**src/rtl/rbd_pkg.sv**
```systemverilog
package rbd_pkg;
  typedef enum logic [1:0] {
    ECC_NONE   = 2'd0,
    ECC_SECDED = 2'd1,
    ECC_SYM4   = 2'd2
  } ecc_mode_e;

  localparam logic [1:0] WCODE_X4 = 2'd2;
endpackage

```
**src/rtl/rbd_cfg_regs.sv**
```systemverilog
module rbd_cfg_regs #(
  parameter int NUM_ROWS = 8,
  parameter int BND_W    = 8,
  parameter int ATTR_W   = 32,
  parameter int SEL_W    = 4
) (
  input  logic                      clk,
  input  logic                      rst_n,
  input  logic                      wr_en,
  input  logic [SEL_W-1:0]          wr_sel,
  input  logic [ATTR_W-1:0]         wr_data,
  output logic [NUM_ROWS*BND_W-1:0] bnd_flat,
  output logic [ATTR_W-1:0]         attr
);
  // one enabled register per row top
  for (genvar i = 0; i < NUM_ROWS; i++) begin : g_top
    logic             ld;
    logic [BND_W-1:0] top_q;
    logic [BND_W-1:0] top_d;

    always_comb begin
      ld    = wr_en && (wr_sel == SEL_W'(i));
      top_d = ld ? wr_data[BND_W-1:0] : top_q;
    end

    always_ff @(posedge clk or negedge rst_n) begin
      if (!rst_n) top_q <= '0;
      else        top_q <= top_d;
    end

    assign bnd_flat[i*BND_W +: BND_W] = top_q;
  end

  logic              attr_ld;
  logic [ATTR_W-1:0] attr_d;

  always_comb begin
    attr_ld = wr_en && (wr_sel == SEL_W'(NUM_ROWS));
    attr_d  = attr_ld ? wr_data : attr;
  end

  always_ff @(posedge clk or negedge rst_n) begin
    if (!rst_n) attr <= '0;
    else        attr <= attr_d;
  end
endmodule

```
**src/rtl/rbd_row_match.sv**
```systemverilog
module rbd_row_match #(
  parameter int NUM_ROWS     = 8,
  parameter int BND_W        = 8,
  parameter int PAGE_W       = 24,
  parameter int SHIFT_SINGLE = 14
) (
  input  logic [NUM_ROWS*BND_W-1:0] bnd_flat,
  input  logic                      dual_chan,
  input  logic [PAGE_W-1:0]         page,
  output logic [NUM_ROWS-1:0]       hit_vec
);
  localparam int EXT_W = PAGE_W + 2;

  logic [EXT_W-1:0] page_ext;
  assign page_ext = EXT_W'(page);

  for (genvar i = 0; i < NUM_ROWS; i++) begin : g_row
    logic [BND_W-1:0] top_raw;
    logic [BND_W-1:0] lo_raw;
    logic [EXT_W-1:0] top_pg;
    logic [EXT_W-1:0] lo_pg;

    assign top_raw = bnd_flat[i*BND_W +: BND_W];
    if (i == 0) begin : g_first
      assign lo_raw = '0;
    end else begin : g_rest
      assign lo_raw = bnd_flat[(i-1)*BND_W +: BND_W];
    end

    always_comb begin
      top_pg = dual_chan ? (EXT_W'(top_raw) << (SHIFT_SINGLE + 1))
                         : (EXT_W'(top_raw) << SHIFT_SINGLE);
      lo_pg  = dual_chan ? (EXT_W'(lo_raw) << (SHIFT_SINGLE + 1))
                         : (EXT_W'(lo_raw) << SHIFT_SINGLE);
      hit_vec[i] = (top_raw != lo_raw) && (page_ext >= lo_pg) &&
                   (page_ext < top_pg);
    end
  end
endmodule

```
**src/rtl/rbd_result.sv**
```systemverilog
module rbd_result
  import rbd_pkg::*;
#(
  parameter int NUM_ROWS = 8,
  parameter int ATTR_W   = 32,
  parameter int ROW_W    = 3
) (
  input  logic                clk,
  input  logic                rst_n,
  input  logic                req_valid,
  input  logic [NUM_ROWS-1:0] hit_vec,
  input  logic [ATTR_W-1:0]   attr,
  input  logic                dual_chan,
  input  logic                ecc_en,
  input  logic                map_rev,
  output logic                rsp_valid,
  output logic                rsp_hit,
  output logic [ROW_W-1:0]    rsp_row,
  output logic [1:0]          rsp_width,
  output logic [1:0]          rsp_ecc
);
  logic [ROW_W-1:0] idx;
  logic             any_hit;
  logic [1:0]       wcode;
  ecc_mode_e        ecc_d;
  logic [ROW_W-1:0] row_d;
  logic             hit_d;
  logic [1:0]       width_d;
  logic             valid_d;

  // lowest matching row wins
  always_comb begin
    idx     = '0;
    any_hit = |hit_vec;
    for (int i = NUM_ROWS - 1; i >= 0; i--) begin
      if (hit_vec[i]) idx = ROW_W'(i);
    end
    wcode = attr[4*idx + 2 +: 2];
    if (!any_hit || !ecc_en)                ecc_d = ECC_NONE;
    else if (dual_chan && wcode == WCODE_X4) ecc_d = ECC_SYM4;
    else                                    ecc_d = ECC_SECDED;
    if (!any_hit)     row_d = '1;
    else if (map_rev) row_d = ROW_W'(NUM_ROWS - 1) - idx;
    else              row_d = idx;
    hit_d   = any_hit;
    width_d = any_hit ? wcode : 2'd0;
    valid_d = req_valid;
  end

  always_ff @(posedge clk or negedge rst_n) begin
    if (!rst_n) begin
      rsp_valid <= 1'b0;
      rsp_hit   <= 1'b0;
      rsp_row   <= '1;
      rsp_width <= 2'd0;
      rsp_ecc   <= 2'd0;
    end else begin
      rsp_valid <= valid_d;
      if (req_valid) begin
        rsp_hit   <= hit_d;
        rsp_row   <= row_d;
        rsp_width <= width_d;
        rsp_ecc   <= ecc_d;
      end
    end
  end
endmodule

```
**src/rtl/rbd_decoder.sv**
```systemverilog
module rbd_decoder #(
  parameter int NUM_ROWS     = 8,
  parameter int BND_W        = 8,
  parameter int PAGE_W       = 24,
  parameter int SHIFT_SINGLE = 14
) (
  input  logic                              clk,
  input  logic                              rst_n,
  input  logic                              wr_en,
  input  logic [$clog2(NUM_ROWS+1)-1:0]     wr_sel,
  input  logic [4*NUM_ROWS-1:0]             wr_data,
  input  logic                              dual_chan,
  input  logic                              ecc_en,
  input  logic                              map_rev,
  input  logic                              req_valid,
  input  logic [PAGE_W-1:0]                 req_page,
  output logic                              rsp_valid,
  output logic                              rsp_hit,
  output logic [$clog2(NUM_ROWS)-1:0]       rsp_row,
  output logic [1:0]                        rsp_width,
  output logic [1:0]                        rsp_ecc
);
  localparam int ATTR_W = 4 * NUM_ROWS;
  localparam int SEL_W  = $clog2(NUM_ROWS + 1);
  localparam int ROW_W  = $clog2(NUM_ROWS);

  // reset asserts at once, releases on a clock edge
  logic rst_meta_n;
  logic rst_q_n;
  always_ff @(posedge clk or negedge rst_n) begin
    if (!rst_n) begin
      rst_meta_n <= 1'b0;
      rst_q_n    <= 1'b0;
    end else begin
      rst_meta_n <= 1'b1;
      rst_q_n    <= rst_meta_n;
    end
  end

  logic [NUM_ROWS*BND_W-1:0] bnd_flat;
  logic [ATTR_W-1:0]         attr;
  logic [NUM_ROWS-1:0]       hit_vec;

  rbd_cfg_regs #(
    .NUM_ROWS(NUM_ROWS), .BND_W(BND_W), .ATTR_W(ATTR_W), .SEL_W(SEL_W)
  ) u_regs (
    .clk(clk), .rst_n(rst_q_n), .wr_en(wr_en), .wr_sel(wr_sel),
    .wr_data(wr_data), .bnd_flat(bnd_flat), .attr(attr)
  );

  rbd_row_match #(
    .NUM_ROWS(NUM_ROWS), .BND_W(BND_W), .PAGE_W(PAGE_W),
    .SHIFT_SINGLE(SHIFT_SINGLE)
  ) u_match (
    .bnd_flat(bnd_flat), .dual_chan(dual_chan), .page(req_page),
    .hit_vec(hit_vec)
  );

  rbd_result #(
    .NUM_ROWS(NUM_ROWS), .ATTR_W(ATTR_W), .ROW_W(ROW_W)
  ) u_res (
    .clk(clk), .rst_n(rst_q_n), .req_valid(req_valid), .hit_vec(hit_vec),
    .attr(attr), .dual_chan(dual_chan), .ecc_en(ecc_en), .map_rev(map_rev),
    .rsp_valid(rsp_valid), .rsp_hit(rsp_hit), .rsp_row(rsp_row),
    .rsp_width(rsp_width), .rsp_ecc(rsp_ecc)
  );
endmodule

```
**config.mk**
```make
export PLATFORM = sky130hd
export DESIGN_NAME = rbd_decoder
export DESIGN_NICKNAME = d
export VERILOG_FILES = /design/src/rtl/rbd_pkg.sv /design/src/rtl/rbd_cfg_regs.sv /design/src/rtl/rbd_row_match.sv /design/src/rtl/rbd_result.sv /design/src/rtl/rbd_decoder.sv
export SDC_FILE = /design/constraint.sdc
export NUM_CORES = 1
export LEC_CHECK = 0
export BUFFER_PORTS_ARGS = -buffer_cell sky130_fd_sc_hd__buf_2
export CORE_MARGIN = 2
export CORE_UTILIZATION = 55
export CTS_CLUSTER_SIZE = 12
export DETAILED_ROUTE_END_ITERATION = 7
export PLACE_DENSITY = 0.75
export SKIP_CTS_REPAIR_TIMING = 1
export SYNTH_ARGS = -nofsm -noshare
export SYNTH_HDL_FRONTEND = slang
export SYNTH_HIERARCHICAL = 1
export SYNTH_SLANG_ARGS = --single-unit
```
**constraint.sdc**
```tcl
create_clock -name clk -period 9.2 [get_ports clk]
set_input_delay 1.38 -clock clk [delete_from_list [all_inputs] [get_ports clk]]
set_output_delay 1.38 -clock clk [all_outputs]
set_load 0.02 [all_outputs]
```
==> results.tsv <==
stage	metric	value	unit
sta	Final Hold Vio Count	0	
sta	Achievable Freq	0.1718	GHz
sta	Worst Clk Skew	0.005823	ns
setup_path	startpoint types	input port	
sta	final-report setup violation count	0	
run_status	status	complete, no violations	
placed_design	Final Wtd Congestion	0.8697	
route	via count normalized by instance count	6.420	
route	drt initial violations	329	
global_routing	overall routing resource usage	27.46	%
setup_path	worst setup path startpoint	dual_chan	
global_routing	first-pass GRT wire length	27670	um
global_routing	maximum number of pins on one net before global-route repair	69	
layout	commonest non-fill, non-tap cell in the layout	dfrtp_1	
layout	fraction of layout instances using a drive strength above 1	25.89	%
job	max-capacitance violation count	0	
setup_path	required time at the endpoint of the critical path	9.43	ns
clock_network	clock tree from TritonCTS	built	
floorplanning	area of the core	11960	sq um
clock_network	clock latency of the later-clocked register in the worst-skew pair	0.34	ns
floorplanning	Placement Rows	40	
setup_path	CP max FO	49	
layout	most used cells in the layout excluding fill and tap cells	87 x dfrtp_1, 73 x mux2_2, 71 x ha_1, 62 x buf_2, 56 x mux2i_1	
placed_design	DP Worst Slack	3.104	ns
clock_network	deepest clock path buffer count	2	
synthesis	Synthesis Warnings	6	
route	vias	5258	
synthesis	total nets after synthesis	745	
pwr	static leakage power	0.003436	uW
synthesis	synthesized instance count	607	
setup_path	internal reg-to-reg setup slack	5.15	ns
sta	fin crit share	63.28	%
sta	setup TNS	0	ns
clock_network	# clock sinks	91	
floorplanning	Die Span Y	114.6	um
floorplanning	number of placed I/O pins	76	
setup_path	end of the worst register-to-register path	u_res/rsp_ecc[1]	
route	router iterations before antenna repair	5	
route	ANT nets after route	0	
sta	final worst-path setup slack	3.378	ns
clock_network	root buf cell	clkbuf_16	
setup_path	capturing element type of the critical path	flop	
sta	worst slew pin tran	0.9427	ns
layout	area overhead of the layout relative to synthesis	11.76	%
hold_path	class of the worst hold path	flop to async pin	
synthesis	area of the mapped netlist	6725	sq um
layout	Filler Cell Count	951	
pwr	Peak supply drop	0.0001259	V
layout	number of antenna diodes	0	
layout	area taken by multi-input logic gates	4338	sq um
clock_network	TritonCTS buffer count	9	
setup_path	CP Capture Point	u_res/rsp_ecc[1]	
route	total wire length after detailed routing	17320	um
global_routing	number of antenna violations at the first check in global routing	0	
sta	max-slew headroom at the worst pin	36.67	%
sta	final-report max-slew violation count	0	
layout	Post-layout nets	805	
placed_design	Detailed Place HPWL	12360	um
global_routing	global route overflow	0	
setup_path	CP arrival	6.05	ns
clock_network	CTS H-Tree Depth	3	
setup_path	worst r2r path cells	12	
clock_network	Clock Pin Slew Worst Setup and Hold Paths	0.06	ns
route	DRC Markers	0	
sta	unrepaired setup endpoints after global routing	no	
sta	Final Critical Period	5.822	ns
synthesis	per-instance average area after synthesis	11.08	sq um
layout	Sequential Area	2285	sq um
pwr	PD cells	214.7	nW/um^2
floorplanning	area of the die	13130	sq um
setup_path	reg-to-reg critical path startpoint	u_regs/g_top[1].top_q[1]	
floorplanning	initial standard-cell utilization of the core	56.22	%
setup_path	critical path class	input port to flop	
floorplanning	die boundary width	114.6	um
route	average wire length per cell after detail routing	21.15	um
global_routing	vias in the first global route	5394	
placed_design	number of port buffers	63	
state kept, by name (all words and copies together), names as in the netlist:
register / count
u_res/rsp_hit: 1
u_regs/g_top.top_q: 64
u_regs/attr: 16
rst_q_n: 1
u_res/rsp_row: 3
u_res/rsp_width: 2
u_res/rsp_valid: 1
rst_meta_n: 1
u_res/rsp_ecc: 2
cell type report:
class,count,share of cell area [%]
tap,147,2.447
clock buffer,12,3.146
sequential,91,30.40
inverter,9,0.4495
multi-input combinational,490,57.72
timing repair buffer,66,4.528
clock inverter,4,1.315
through the flow:
step / instances / cell area, sq um / utilization [%] / power (uW) / hold WS [ns]
after floorplan: 607 / 6725 / - / 1027 / 0.3312
after global placement: 803 / 7181 / 60.03 / 1153 / 0.2088
after detailed placement: 803 / 7181 / 60.03 / 1193 / 0.2124
after CTS: 819 / 7516 / 62.83 / 1618 / 0.2152
after global routing: 819 / 7516 / 62.83 / 1720 / 0.2299
final: 819 / 7516 / 62.83 / 1614 / 0.2025
worst max-delay path: stages:
cell and delay, ns:
buf_4 0.34, buf_4 0.69, mux2i_1 0.27, ha_1 0.26
nor2b_1 0.14, o211ai_1 0.18, a21oi_1 0.10, or4b_1 0.52
o221a_1 0.37, nor4_1 0.64, nand3b_1 0.23, a211oi_1 0.49
nor4b_1 0.12, a31o_1 0.24
report_power, final:
| group | switching, uW | leakage (uW) | internal (uW) |
|---|---|---|---|
| Combinational | 278 | 0.00216 | 291 |
| Sequential | 133 | 0.00111 | 497 |
| Clock | 148 | 0.000161 | 266 |
| Total | 559 | 0.00344 | 1050 |
per-layer routing:
metal	vias to the layer above	part of all wire, %	track usage, %
li1	2413	-	-
met1	2610	44	36.47
met2	198	47	45.40
met3	37	6.3	3.706
met4	0	2.9	11.14
met5	-	0	0
worst min-delay path by stage:
stage / startpoint / end / slack, ns / depth (start not counted)
final: rst_q_n / u_regs/attr[31] / 0.20 / 0
after global routing: rst_q_n / u_regs/attr[22] / 0.23 / 0
after CTS: rst_q_n / u_regs/attr[22] / 0.22 / 0
after detailed placement: rst_q_n / u_regs/attr[22] / 0.21 / 0
after global placement: rst_q_n / u_regs/attr[22] / 0.21 / 0
after floorplan: rst_meta_n / rst_q_n / 0.33 / 0
(Power assumes the default switching activity.)
